<file path="src/rtl/i2cctl_pkg.sv">
package i2cctl_pkg;

    // Control word layout: {master, transmit, busy, pin}
    typedef struct packed {
        logic mst;
        logic trx;
        logic bb;
        logic pin;
    } ctl_word_t;

    localparam logic [3:0] START_PAT = 4'b1111;
    localparam logic [3:0] STOP_PAT  = 4'b1101;

    typedef enum logic [1:0] {
        COND_NONE  = 2'd0,
        COND_START = 2'd1,
        COND_STOP  = 2'd2
    } bus_cond_e;

endpackage

</file>
<file path="src/rtl/i2cctl_sync.sv">
module i2cctl_sync #(
    parameter int               STAGES  = 2,
    parameter int               WIDTH   = 2,
    parameter logic [WIDTH-1:0] RST_VAL = '1
) (
    input  logic             clk,
    input  logic             rst_n,
    input  logic [WIDTH-1:0] in_i,
    output logic [WIDTH-1:0] out_o
);
    logic [STAGES-1:0][WIDTH-1:0] stage_d;
    logic [STAGES-1:0][WIDTH-1:0] stage_q;

    for (genvar g = 0; g < STAGES; g++) begin : g_stage
        if (g == 0) begin : g_first
            assign stage_d[g] = in_i;
        end else begin : g_next
            assign stage_d[g] = stage_q[g-1];
        end
    end

    always_ff @(posedge clk or negedge rst_n) begin
        if (!rst_n) begin
            stage_q <= {STAGES{RST_VAL}};
        end else begin
            stage_q <= stage_d;
        end
    end

    assign out_o = stage_q[STAGES-1];
endmodule

</file>
<file path="src/rtl/i2cctl_busmon.sv">
module i2cctl_busmon
    import i2cctl_pkg::*;
(
    input  logic clk,
    input  logic rst_n,
    input  logic scl_s,
    input  logic sda_s,
    output logic start_det_o,
    output logic stop_det_o,
    output logic busy_o
);
    typedef struct packed {
        logic sda_prev;
        logic busy;
    } mon_t;

    mon_t      mon_d, mon_q;
    bus_cond_e cond;

    always_comb begin
        cond = COND_NONE;
        if (scl_s && mon_q.sda_prev && !sda_s) begin
            cond = COND_START;
        end else if (scl_s && !mon_q.sda_prev && sda_s) begin
            cond = COND_STOP;
        end

        mon_d          = mon_q;
        mon_d.sda_prev = sda_s;
        case (cond)
            COND_START: mon_d.busy = 1'b1;
            COND_STOP:  mon_d.busy = 1'b0;
            default:    mon_d.busy = mon_q.busy;
        endcase
    end

    always_ff @(posedge clk or negedge rst_n) begin
        if (!rst_n) begin
            mon_q <= '{sda_prev: 1'b1, busy: 1'b0};
        end else begin
            mon_q <= mon_d;
        end
    end

    assign start_det_o = (cond == COND_START);
    assign stop_det_o  = (cond == COND_STOP);
    assign busy_o      = mon_q.busy;
endmodule

</file>
<file path="src/rtl/i2cctl_cmd.sv">
module i2cctl_cmd
    import i2cctl_pkg::*;
(
    input  logic      clk,
    input  logic      rst_n,
    input  logic      ctl_wr_i,
    input  ctl_word_t ctl_i,
    input  logic      busy_i,
    input  logic      stop_det_i,
    output logic      wr_acc_o,
    output logic      start_req_o,
    output logic      stop_req_o,
    output logic      stop_pend_o
);
    typedef struct packed {
        logic start;
        logic stop;
        logic pend;
    } cmd_t;

    cmd_t cmd_d, cmd_q;
    logic wr_acc;

    always_comb begin
        // A pending STOP locks out the control fields
        wr_acc      = ctl_wr_i && !cmd_q.pend;
        cmd_d       = cmd_q;
        cmd_d.start = wr_acc && !busy_i && (ctl_i == START_PAT);
        cmd_d.stop  = wr_acc &&  busy_i && (ctl_i == STOP_PAT);
        if (stop_det_i) begin
            cmd_d.pend = 1'b0;
        end
        if (cmd_d.stop) begin
            cmd_d.pend = 1'b1;
        end
    end

    always_ff @(posedge clk or negedge rst_n) begin
        if (!rst_n) begin
            cmd_q <= '0;
        end else begin
            cmd_q <= cmd_d;
        end
    end

    assign wr_acc_o    = wr_acc;
    assign start_req_o = cmd_q.start;
    assign stop_req_o  = cmd_q.stop;
    assign stop_pend_o = cmd_q.pend;
endmodule

</file>
<file path="src/rtl/i2cctl_dir.sv">
module i2cctl_dir
    import i2cctl_pkg::*;
#(
    parameter int ADDR_W = 7,
    localparam int BYTE_W = ADDR_W + 1
) (
    input  logic              clk,
    input  logic              rst_n,
    input  logic              wr_acc_i,
    input  ctl_word_t         ctl_i,
    input  logic [ADDR_W-1:0] own_addr_i,
    input  logic [BYTE_W-1:0] addr_byte_i,
    input  logic              addr_done_i,
    input  logic              ack_i,
    input  logic              arb_lost_i,
    input  logic              stop_det_i,
    output logic              mst_o,
    output logic              trx_o
);
    typedef struct packed {
        logic mst;
        logic trx;
    } dir_t;

    dir_t dir_d, dir_q;
    logic dir_bit;
    logic addr_hit;
    logic gen_call;

    always_comb begin
        dir_bit  = addr_byte_i[0];
        addr_hit = (addr_byte_i[BYTE_W-1:1] == own_addr_i);
        gen_call = (addr_byte_i == '0);

        dir_d = dir_q;
        if (wr_acc_i) begin
            dir_d.mst = ctl_i.mst;
            dir_d.trx = ctl_i.trx;
        end
        if (addr_done_i) begin
            if (dir_q.mst) begin
                if (ack_i) begin
                    dir_d.trx = !dir_bit;
                end
            end else if (addr_hit || gen_call) begin
                dir_d.trx = dir_bit;
            end
        end
        if (stop_det_i || arb_lost_i) begin
            dir_d.trx = 1'b0;
        end
    end

    always_ff @(posedge clk or negedge rst_n) begin
        if (!rst_n) begin
            dir_q <= '0;
        end else begin
            dir_q <= dir_d;
        end
    end

    assign mst_o = dir_q.mst;
    assign trx_o = dir_q.trx;
endmodule

</file>
<file path="src/rtl/i2cctl_core.sv">
module i2cctl_core
    import i2cctl_pkg::*;
#(
    parameter int ADDR_W      = 7,
    parameter int SYNC_STAGES = 2,
    localparam int BYTE_W = ADDR_W + 1
) (
    input  logic              clk,
    input  logic              rst_n,
    input  logic              scl_i,
    input  logic              sda_i,
    input  logic [ADDR_W-1:0] own_addr_i,
    input  logic [BYTE_W-1:0] addr_byte_i,
    input  logic              addr_done_i,
    input  logic              ack_i,
    input  logic              arb_lost_i,
    input  logic              ctl_wr_i,
    input  logic [3:0]        ctl_data_i,
    output logic              busy_o,
    output logic              trx_o,
    output logic              mst_o,
    output logic              start_req_o,
    output logic              stop_req_o
);
    logic [1:0] line_s;
    logic       start_det;
    logic       stop_det;
    logic       stop_pend;
    logic       wr_acc;
    ctl_word_t  ctl_word;

    assign ctl_word = ctl_word_t'(ctl_data_i);

    i2cctl_sync #(
        .STAGES (SYNC_STAGES),
        .WIDTH  (2),
        .RST_VAL(2'b11)
    ) u_sync (
        .clk  (clk),
        .rst_n(rst_n),
        .in_i ({scl_i, sda_i}),
        .out_o(line_s)
    );

    i2cctl_busmon u_mon (
        .clk        (clk),
        .rst_n      (rst_n),
        .scl_s      (line_s[1]),
        .sda_s      (line_s[0]),
        .start_det_o(start_det),
        .stop_det_o (stop_det),
        .busy_o     (busy_o)
    );

    i2cctl_cmd u_cmd (
        .clk        (clk),
        .rst_n      (rst_n),
        .ctl_wr_i   (ctl_wr_i),
        .ctl_i      (ctl_word),
        .busy_i     (busy_o),
        .stop_det_i (stop_det),
        .wr_acc_o   (wr_acc),
        .start_req_o(start_req_o),
        .stop_req_o (stop_req_o),
        .stop_pend_o(stop_pend)
    );

    i2cctl_dir #(
        .ADDR_W(ADDR_W)
    ) u_dir (
        .clk        (clk),
        .rst_n      (rst_n),
        .wr_acc_i   (wr_acc),
        .ctl_i      (ctl_word),
        .own_addr_i (own_addr_i),
        .addr_byte_i(addr_byte_i),
        .addr_done_i(addr_done_i),
        .ack_i      (ack_i),
        .arb_lost_i (arb_lost_i),
        .stop_det_i (stop_det),
        .mst_o      (mst_o),
        .trx_o      (trx_o)
    );
endmodule

</file>
<file path="config.mk">
export PLATFORM = sky130hd
export DESIGN_NAME = i2cctl_core
export DESIGN_NICKNAME = d
export VERILOG_FILES = /design/src/rtl/i2cctl_pkg.sv /design/src/rtl/i2cctl_sync.sv /design/src/rtl/i2cctl_busmon.sv /design/src/rtl/i2cctl_cmd.sv /design/src/rtl/i2cctl_dir.sv /design/src/rtl/i2cctl_core.sv
export SDC_FILE = /design/constraint.sdc
export NUM_CORES = 1
export LEC_CHECK = 0
export BUFFER_PORTS_ARGS = -buffer_cell sky130_fd_sc_hd__clkbuf_2
export CAP_MARGIN = 20
export CORE_AREA = 2 2 39 41
export CTS_CLUSTER_DIAMETER = 50
export DETAILED_ROUTE_END_ITERATION = 8
export DIE_AREA = 0 0 41 43
export GPL_ROUTABILITY_DRIVEN = 1
export PLACE_DENSITY = 0.75
export SYNTH_ARGS = -nofsm -noshare
export SYNTH_HDL_FRONTEND = slang
export SYNTH_SLANG_ARGS = --single-unit
</file>
<file path="constraint.sdc">
create_clock -name clk -period 4.15 [get_ports clk]
set_clock_uncertainty 0.2 [all_clocks]
set_input_delay 0.415 -clock clk [delete_from_list [all_inputs] [get_ports clk]]
set_output_delay 0.415 -clock clk [all_outputs]
set_load 0.01 [all_outputs]
</file>
==> metrics.md <==
| Metric | Value |
|---|---|
| Crit start category | `flip-flop` |
| Postcts setup bufs | `0` |
| Ys Warns | `0` |
| CP max stage delay | `380 ps` |
| Slowest CP cell | `dfrtp_1` |
| Core ar. | `between 1000 and 1500 um^2` |
| Hold_buf cts | `1` |
| CP arrival | `approximately 1500 ps` |
| Clock latency on the worst-skew pair | `~260 ps` |
| Top-area cell type share of the netlist area | `0.282` |
| Diodes inserted | `0` |
| Final Wtd Congestion | `a little over 0.7` |
| Top_reg_cell synth | `dfrtp_1` |
| H-tree Lvls | `1` |
| Syn nets | `73` |
| Post-route ant nets | `0` |
| Residual DRC count | `0` |
| Mapped Cells | `46` |
| Critical path class | `reg -> reg` |
| Setup violations, final | `0` |
| Clock Path Buffers | `2` |
| EDFF count, synth | `0` |
| CP required | `4100 ps` |
| Post-cts resize count | `0` |
| Synth area leaders | `dfrtp_1 28%, dfstp_2 25%, xor2_1 6.6%` |
| TritonCTS buffer count | `3` |
| Internal power | `between 150 and 200 uW` |
| Synth cell count leaders | `6 x dfrtp_1, 5 x dfstp_2, 4 x xor2_1` |
| Layout area overhead | `39.7%` |
| Placed Instances | `93` |
| Crit path time final | `around 1500 ps` |
| Setup TNS | `0 ps` |
| MaxCap Viol Count | `0` |
| Initial Utilization | `0.385` |
| Net Sw Power | `63.9 uW` |
| Final wirelength | `about 1.2 mm` |
| Initial antenna violation count | `0` |
| CP Max Fanout | `4` |
| Clk pwr share | `0.294` |
| Worst Tran Pin Value | `325 ps` |
| Share of cells above drive strength 1 | `0.537` |
| Iter 0 DRT Violations | `8` |
| Final cell count without fillers | `between 90 and 100` |
| Root buf cell | `clkbuf_4` |
| # IOs | `32` |
| PortBufs | `31` |
| CTS sink cnt | `11` |
| Crit share post-route | `0.370` |
| Largest net degree at the start of global routing | `12` |
| Total grt overflow | `0` |
| Top cell by count, worst path | `o22ai_1` |
| Routed wire per std cell | `12.0 um` |
| Fmax | `~650 MHz` |
| First-pass iteration count of the detailed router | `4` |
| CTS tree | `done` |
| Hold Path Class | `in -> reg` |
| CP cell instances | `nand2b_4, mux2i_1, o22ai_1, a21oi_1, o22ai_1` |
| Clock transition at the registers of the reported paths | `70 ps` |
| DR vias | `about 470` |
| Die height | `~43 um` |
| RSZ-0062 raised after global routing | `no` |
| First-pass GRT wire length | `around 1.9 mm` |
| Die outline width | `roughly 41 um` |
| Netlist cell types | `23` |
| VDD IR max | `170 uV` |
| Status | `finished, final reports clean` |
| Kind of end point of the critical path | `flip-flop` |
| Flop pwr share | `0.502` |
| Gr usage total | `0.154` |
| Vias in the first global route | `500` |
| # rows | `14` |
| Power per cell area | `328 nW/um^2` |
| Syn_area_per_cell | `between 10 and 15 um^2` |
| Final hold vios | `0` |
| Final #Nets | `110` |
| Cell taking the most area after synthesis | `dfrtp_1` |
| Synthesis-stage register bit count | `11` |
| Number of vias per cell | `roughly 4.8` |
| Final HPWL DP | `roughly 960 um` |
| Crit path max-delay family | `compound AO/OA/AOI/OAI gates` |
| Max-slew headroom | `0.777` |
| Die Area | `roughly 1800 um^2` |
| Buf+Inv Stages, Crit Path | `0` |
| Comb pwr share | `0.204` |
| Count leader, synth | `dfrtp_1` |
| Final slew viol count | `0` |
| Post-synthesis sequential area ratio | `0.528` |
| Switch share | `0.261` |
| Leak pwr | `~0.00038 uW` |
| Post-synthesis async set-or-reset flop share | `1.00` |
| Post-Syn Area | `533 um^2` |
-- cell usage in the layout, fill, tap and decap left out, drive strengths merged, types with 3 or more instances in the layout --
cell    netlist  final
clkbuf        0     35
dfrtp         6      6
dfstp         5      5
xor2          4      4
a21oi         3      3
o21ai         3      3
xnor2         3      3
nor4          3      3
-- power by group through the flow --
stage	sequential (uW)	clock, uW	combinational, uW
6_report	123	71.9	49.9
5_1_grt	124	76.9	56.0
4_1_cts	123	73.0	50.5
3_5_place_dp	125	0	49.1
3_3_place_gp	124	0	47.9
2_1_floorplan	126	0	22.5
-- final cells by class --
type	instances	area [um^2]
Clock buffer	4	26.3
Fill cell	130	639
Inverter	2	7.51
Multi-Input combinational cell	33	244
Sequential cell	11	282
Tap cell	16	20.0
Timing Repair Buffer	32	165
-- sequential cells by signal (all words and copies together), names as in the netlist --
register / count
u_cmd.stop_pend_o: 1
u_sync.stage_d: 2
u_cmd.start_req_o: 1
u_mon.mon_q: 1
u_dir.trx_o: 1
u_dir.mst_o: 1
u_cmd.stop_req_o: 1
u_sync.out_o: 2
u_mon.busy_o: 1
-- per-stage QoR --
stage	total power (uW)	instance area [um^2]	worst slack, ps	utilization	hold slack (ps)
floorplan	148	533	2670	-	-80.6
global placement	172	708	2530	0.512	92.5
detailed placement	174	708	2520	0.512	101
CTS	246	744	2640	0.538	26.7
global route	257	744	2540	0.538	18.8
finish	245	744	2620	0.538	32.4
-- kinds of logic (layout without fill, tap and decap cells) --
| logic type | count (synthesis) | count (layout) | synth area share |
|---|---|---|---|
| compound gates | 9 | 9 | 0.0939 |
| mux | 3 | 3 | 0.0587 |
| flops | 11 | 11 | 0.528 |
| xor+xnor | 7 | 7 | 0.115 |
| buf+inv | 2 | 38 | 0.0141 |
| simple gates | 14 | 14 | 0.190 |
-- routing by layer --
layer	global-route usage	vias to the layer above	part of all wire
met5	0	-	0
met4	0.0600	0	0
met3	0.0157	0	0.046
met2	0.259	18	0.54
met1	0.189	214	0.41
li1	-	236	-
-- final timing paths --
kind	cells past startpoint	slack [ps]	startpoint	to
setup reg to reg	5	2620	u_cmd.stop_pend_o	u_dir.trx_o
hold reg to reg	0	160	u_sync.stage_d[3]	u_sync.out_o[1]
hold / removal	1	30	sda_i	u_sync.stage_d[2]
min in group asynchronous	2	350	rst_n	u_cmd.start_req_o
max in group asynchronous	2	3120	rst_n	u_sync.stage_d[2]
setup / recovery	5	2620	u_cmd.stop_pend_o	u_dir.trx_o
No activity file was read; power rests on OpenSTA's default activity.
